### config.mk
export PLATFORM = sky130hd
export DESIGN_NAME = tct_cluster
export DESIGN_NICKNAME = d
export VERILOG_FILES = /design/src/rtl/tct_pkg.sv /design/src/rtl/tct_channel.sv /design/src/rtl/tct_softint_map.sv /design/src/rtl/tct_cluster.sv
export SDC_FILE = /design/constraint.sdc
export NUM_CORES = 2
export LEC_CHECK = 0
export ABC_AREA = 1
export BUFFER_PORTS_ARGS = -buffer_cell sky130_fd_sc_hd__buf_2
export CAP_MARGIN = 10
export CORE_MARGIN = 2
export CORE_UTILIZATION = 38
export CTS_CLUSTER_SIZE = 12
export DETAILED_ROUTE_END_ITERATION = 7
export PLACE_DENSITY = 0.68
export SLEW_MARGIN = 40
export SYNTH_ARGS = -nofsm -noshare
export SYNTH_HDL_FRONTEND = slang
export SYNTH_HIERARCHICAL = 1
export SYNTH_SLANG_ARGS = --single-unit
### constraint.sdc
create_clock -name clk -period 5.3 [get_ports clk]
set_clock_uncertainty 0.1 [all_clocks]
set_input_delay 0.53 -clock clk [delete_from_list [all_inputs] [get_ports clk]]
set_output_delay 0.53 -clock clk [all_outputs]
set_load 0.005 [all_outputs]
### src/rtl/tct_pkg.sv
package tct_pkg;

    // Which soft-interrupt source a channel feeds.
    typedef enum logic {
        ROLE_TICK = 1'b0,
        ROLE_SYS  = 1'b1
    } chan_role_e;

    localparam int DEF_VAL_W     = 63;
    localparam int DEF_NCH       = 3;
    localparam int DEF_SI_W      = 17;
    localparam int DEF_TICK_BIT  = 0;
    localparam int DEF_STICK_BIT = 16;

    // Channel 0 is the processor tick; every other channel is a system timer.
    function automatic chan_role_e role_of(input int idx);
        return (idx == 0) ? ROLE_TICK : ROLE_SYS;
    endfunction

    function automatic int softint_bit_of(input int idx, input int tick_bit, input int stick_bit);
        return (role_of(idx) == ROLE_TICK) ? tick_bit : stick_bit;
    endfunction

endpackage

### src/rtl/tct_channel.sv
module tct_channel #(
    parameter int VAL_W = tct_pkg::DEF_VAL_W
) (
    input  logic             clk,
    input  logic             rst_n,
    input  logic             tick_en,
    input  logic             cnt_we,
    input  logic [VAL_W:0]   cnt_wdata,
    input  logic             lim_we,
    input  logic [VAL_W:0]   lim_wdata,
    output logic [VAL_W:0]   rd_data,
    output logic             fire_o
);

    localparam logic [VAL_W-1:0] ONE = VAL_W'(1);

    typedef struct packed {
        logic [VAL_W-1:0] cnt;
        logic [VAL_W-1:0] expiry;
        logic             armed;
        logic             dis;
        logic             fire;
    } chan_st_t;

    chan_st_t         st_q, st_d;
    logic             hit;
    logic [VAL_W-1:0] lim_val;
    logic [VAL_W-1:0] cnt_ref;

    always_comb begin
        st_d       = st_q;
        st_d.fire  = 1'b0;
        lim_val    = lim_wdata[VAL_W-1:0];

        // Expiry reached: consume the arm; only an enabled channel pulses.
        hit = st_q.armed && (st_q.cnt == st_q.expiry);
        if (hit) begin
            st_d.armed = 1'b0;
            st_d.fire  = !st_q.dis;
        end

        // Count path: a write overrides the increment.
        if (cnt_we) begin
            st_d.cnt = cnt_wdata[VAL_W-1:0];
            st_d.dis = cnt_wdata[VAL_W];
        end else if (tick_en) begin
            st_d.cnt = st_q.cnt + ONE;
        end

        // The limit is judged against the count visible next cycle.
        cnt_ref = st_d.cnt;
        if (lim_we) begin
            st_d.dis = lim_wdata[VAL_W];
            if ((lim_val == '0) || lim_wdata[VAL_W]) begin
                st_d.armed = 1'b0;
            end else begin
                st_d.armed  = 1'b1;
                st_d.expiry = (lim_val > cnt_ref) ? lim_val : (cnt_ref + ONE);
            end
        end
    end

    always_ff @(posedge clk or negedge rst_n) begin
        if (!rst_n) begin
            st_q.cnt    <= '0;
            st_q.expiry <= '0;
            st_q.armed  <= 1'b0;
            st_q.dis    <= 1'b1;
            st_q.fire   <= 1'b0;
        end else begin
            st_q <= st_d;
        end
    end

    assign rd_data = {st_q.dis, st_q.cnt};
    assign fire_o  = st_q.fire;

endmodule

### src/rtl/tct_softint_map.sv
module tct_softint_map #(
    parameter int NCH       = tct_pkg::DEF_NCH,
    parameter int SI_W      = tct_pkg::DEF_SI_W,
    parameter int TICK_BIT  = tct_pkg::DEF_TICK_BIT,
    parameter int STICK_BIT = tct_pkg::DEF_STICK_BIT
) (
    input  logic [NCH-1:0]  fire,
    output logic [SI_W-1:0] softint_set,
    output logic            wake_o
);

    always_comb begin
        softint_set = '0;
        for (int i = 0; i < NCH; i++) begin
            if (fire[i]) begin
                softint_set[tct_pkg::softint_bit_of(i, TICK_BIT, STICK_BIT)] = 1'b1;
            end
        end
        wake_o = |fire;
    end

endmodule

### src/rtl/tct_cluster.sv
module tct_cluster #(
    parameter int VAL_W     = tct_pkg::DEF_VAL_W,
    parameter int NCH       = tct_pkg::DEF_NCH,
    parameter int SI_W      = tct_pkg::DEF_SI_W,
    parameter int TICK_BIT  = tct_pkg::DEF_TICK_BIT,
    parameter int STICK_BIT = tct_pkg::DEF_STICK_BIT
) (
    input  logic                      clk,
    input  logic                      rst_n,
    input  logic                      tick_en,
    input  logic [NCH-1:0]            cnt_we,
    input  logic [NCH-1:0][VAL_W:0]   cnt_wdata,
    input  logic [NCH-1:0]            lim_we,
    input  logic [NCH-1:0][VAL_W:0]   lim_wdata,
    output logic [NCH-1:0][VAL_W:0]   rd_data,
    output logic [NCH-1:0]            match_o,
    output logic [SI_W-1:0]           softint_set,
    output logic                      wake_o
);

    for (genvar g = 0; g < NCH; g++) begin : g_ch
        tct_channel #(
            .VAL_W (VAL_W)
        ) u_ch (
            .clk       (clk),
            .rst_n     (rst_n),
            .tick_en   (tick_en),
            .cnt_we    (cnt_we[g]),
            .cnt_wdata (cnt_wdata[g]),
            .lim_we    (lim_we[g]),
            .lim_wdata (lim_wdata[g]),
            .rd_data   (rd_data[g]),
            .fire_o    (match_o[g])
        );
    end

    tct_softint_map #(
        .NCH       (NCH),
        .SI_W      (SI_W),
        .TICK_BIT  (TICK_BIT),
        .STICK_BIT (STICK_BIT)
    ) u_map (
        .fire        (match_o),
        .softint_set (softint_set),
        .wake_o      (wake_o)
    );

endmodule

==> results.txt <==
The flow ran to the end, and the final reports show no timing, DRC or antenna violations. The pin count of the biggest net entering global routing came out at 107. Counting stages on the worst path, the most repeated cell is nand2_1. The highest attainable clock frequency is 0.1954 GHz.

The post-synthesis compound-gate area fraction came out at 0.09711. Ranked by total cell area, the synthesized netlist is headed by dfrtp_1 24%, nand2_1 18%, nand3_1 6.5%. The starting utilization of the core area came out at 0.3818. The setup total negative slack is 0 ns. The number of DRC markers after the initial detailed-route iteration came out at 6480. The initial antenna violation count came to 28. The count of H-tree levels built during CTS is 2. The register-to-register setup slack came out at 0.18 ns. The worst hold path belongs to the class input port to flop. The total number of yosys warnings came out at 6. dfrtp_1 takes more of the synthesized area than any other cell. The core occupancy in the finished layout is 0.4367. Among all flip-flop cells after synthesis, the most frequent one is dfrtp_1. Setup slack on the critical path of the routed design comes to 0.1828 ns. The leakage power summed over all cells came out at 22.21 nW. Counting every sink on the clock net gives 387. The width of the die came out at 325.8 um. The power per cell area came out at 266.9 nW/um^2. By startpoint and endpoint, the worst setup path is classified as flop to flop.

By area, the combinational part of the netlist is dominated by simple AND/OR/NAND/NOR gates. The startpoint type of the worst setup path is a flop. Of the synthesized area, sequential elements account for 0.2462. The first-pass iteration count of the detailed router came out at 6. The number of core rows is 118. The design draws 0.01201 W.

Before CTS, the worst setup slack after placement is 0.1418 ns. In the synthesized netlist the async set-or-reset flop fraction comes to 1.000. In this run the most critical hold path is launched from lim_wdata[83].

The layout filler cell count came out at 11.25k. At the end of routability-driven placement, the weighted congestion stood at 1.098. The share of the cycle needed by the critical path after routing is 0.9655.

The standard cell core area came out at 103100 sq um. The detailed-route wire length per cell came out at 27.42 um. The worst stage delay on the critical path came out at 0.56 ns. The cell area that synthesis handed to floorplanning was 39350 sq um.

TritonCTS built the clock tree. The maximum fanout along the worst path came out at 44. In this run the tightest slew margin relative to its limit is 0.4290. During placement, the flow inserted port buffers numbering 590. The die is 325.8 um tall. The number of hold violations in the final report is 0.

After legalization and detailed placement, the total HPWL measured 186.2 mm. The buffer and inverter count on the worst path is 3. The overall track demand over capacity in global routing came out at 0.4033. The library cell used as clock root buffer is clkbuf_16. The net count reported at finish is 7219. The total number of vias came out at 46.30k. The global-route wire length before repair is 309.1 mm.

The worst setup path is captured at a flop. Among cell families on the critical path, the largest total delay comes from simple AND/OR/NAND/NOR gates. Setup repair after global routing left no endpoint under its margin. At the later pin of the worst-skew pair, clock insertion delay measures 0.67 ns. The total routed wirelength came out at 221.3 mm. The number of synthesized register bits came out at 387. Setup violations remaining at the end of the flow were counted as 0. The slowest cell on the critical path is dfrtp_1. The average cell area after synthesis came out at 6.361 sq um. The count of distinct cell types in the synthesized netlist came out at 49.

The fraction of synthesized area in multiplexers came out at 0. The maximum clock path buffer count is 3. Buffers inserted during clock tree synthesis total 52. The clock period minus final worst setup slack came out at 5.117 ns.

Of the total synthesized cell area, the portion taken by AND, OR, NAND and NOR gates is 0.4405. The post-route DRC violation count is 0. Relative to the synthesized area, the layout overhead comes to 14.38%. The share of layout cells above drive strength 1 came out at 0.1898.

The die covers 106100 sq um. In this run the critical register-to-register path is launched from g_ch[2].u_ch/rd_data[35]$_DFF_PN0_. The number of ports placed on the die boundary came out at 606.

The cell count after synthesis is 6186. Of the total synthesized cell area, the portion taken by full adders, half adders and majority gates is 0.06201. The number of max-capacitance violations reported is 0. Of the post-synthesis cell area, the dominant cell type holds 0.2442. The detail route stage leaves a number of antenna-violating nets equal to 0. The most critical setup path has its startpoint at g_ch[2].u_ch/rd_data[35]$_DFF_PN0_.

After detailed routing, the number of vias per cell comes to 5.735. Walking the worst path, the cells encountered are nand2_1 > nor2_1 > nand2_1 > nor2_1 > nand3_1 > nor2_1 > nand2_1 > nand2_1 > nand3_1 > nand2_1 > inv_1 > ha_1 > nand2_1 > or4_1 > nor4_1 > nand4_1 > nand2_4 > buf_12 > buf_4 > a21oi_1 > o21ai_0 > nand2_1. The data required time of the critical path is 5.74 ns. For the pin with the worst max-slew slack, the measured transition is 0.8487 ns.

After clock tree synthesis, the clock-pin slew on the worst setup and hold paths is 0.06 ns. At the worst endpoint, the arrival time is 5.55 ns. The sum of overflow across all layers after global routing came out at 0. The final count of pins violating max slew came out at 0.

IR analysis of the VDD net gives a maximum drop of 266.7 uV. The number of flops mapped to enable cells by yosys is 0. The via count of the first global-routing pass is 43.12k.

The area share of xor/xnor cells in the synthesized design came out at 0.03005.
where the power goes:
group / switching (W) / internal (W)
Clock: 0.00160 / 0.00235
Sequential: 0.000722 / 0.00339
Combinational: 0.00272 / 0.00123
Total: 0.00504 / 0.00697
what timing repair did:
action	CTS	global route
hold buffers	1	0
endpoints found under the hold margin	69	0
gates resized for setup	0	7
buffers inserted	0	0
endpoints found under the setup margin	0	81
placed cells by master, fill, tap and decap left out, types with 10 or more instances in the layout:
cell       count
o21ai_1       56
nor3_2        10
nor3_1        41
buf_4        105
nor4_1        75
nand2_1     1894
diode_2       22
and2_1        12
nand3_1      513
nand3_2       33
nor2_4        54
o21ai_0      283
xnor2_1       39
xor2_1        96
clkbuf_1      10
buf_12        15
buf_2        589
nor2_1       601
nand2_2       92
o22ai_1       48
o211ai_1      45
clkbuf_16     53
ha_1         195
inv_2         51
a221oi_1      18
or2_2         54
nand2_4       25
a211oi_1      12
dfrtp_1      382
nand4_1      204
nor2_2        90
clkbuf_8      13
a21oi_1      129
o21bai_1      12
o21ai_2       24
conb_1        15
o2111ai_1     12
inv_1        667
metrics by stage:
step | hold WS, ns | std cells | cell area (sq um)
after global routing | 0.05315 | 8060 | 44970
after global placement | 0.3655 | 7955 | 43040
after detailed placement | 0.3694 | 7955 | 43060
final | 0.04115 | 8073 | 45000
after floorplan | 0.1344 | 6200 | 39400
after CTS | 0.009072 | 8050 | 44910
worst min-delay path, stage by stage:
cell and delay [ns]:
buf_2 0.11, o21ai_0 0.08, nand2_1 0.06
state kept, by name (all words and copies together) (netlist names):
name,count
g_ch.u_ch/rd_data,192
g_ch.u_ch/st_q,192
g_ch.u_ch/fire_o,3
path summary, 6_finish.rpt:
| path | end | cells past startpoint |
|---|---|---|
| min | g_ch[1].u_ch/st_q[22]$_DFFE_PN0P_ | 3 |
| max in group asynchronous | g_ch[0].u_ch/fire_o$_DFF_PN0_ | 3 |
| min reg2reg | g_ch[2].u_ch/st_q[56]$_DFFE_PN0P_ | 2 |
| max reg2reg | g_ch[2].u_ch/st_q[21]$_DFFE_PN0P_ | 22 |
| max | g_ch[2].u_ch/st_q[21]$_DFFE_PN0P_ | 22 |
| min in group asynchronous | g_ch[2].u_ch/rd_data[4]$_DFF_PN0_ | 2 |
cell usage after synthesis, types with 18 or more instances:
master / instances
nor2_1: 603
a21oi_1: 129
nand4_1: 204
xor2_1: 96
nor4_1: 78
or2_2: 54
nand3_1: 513
nand3_2: 33
o211ai_1: 45
buf_2: 42
clkbuf_1: 66
nand2_4: 24
ha_1: 195
xnor2_1: 39
o21ai_0: 285
o22ai_1: 48
inv_2: 51
nor3_1: 42
buf_4: 223
o21ai_1: 54
nor2_4: 54
a221oi_1: 18
o21ai_2: 24
inv_1: 668
nor2_2: 88
nand2_2: 87
nand2_1: 1900
dfrtp_1: 384
final cells by class:
cell class | instances | area [sq um] | share of cell area
repair buffers | 711 | 4061 | 0.09024
inverters | 728 | 2736 | 0.06080
diodes | 22 | 55.05 | 0.001223
clock buffers | 76 | 1543 | 0.03428
clock inverters | 18 | 295.3 | 0.006561
multi-input cells | 4751 | 24900 | 0.5532
well taps | 1380 | 1727 | 0.03837
flip-flops and latches | 387 | 9691 | 0.2153
kinds of logic after synthesis:
| logic type | Yosys count |
|---|---|
| AOI/OAI and AO/OA | 657 |
| xor gates and xnor gates | 135 |
| adders and majority gates | 195 |
| buffers and inverters | 1062 |
| DFF | 387 |
| other | 1 |
| and+or+nand+nor | 3749 |
routing by layer:
metal | share of wire | vias to the layer above | global-route usage
met5 | 0.00030 | - | 0
met3 | 0.12 | 529 | 0.09110
li1 | - | 20930 | -
met4 | 0.066 | 12 | 0.2279
met2 | 0.41 | 2964 | 0.5953
met1 | 0.40 | 21863 | 0.5416
(Power assumes the default switching activity.)
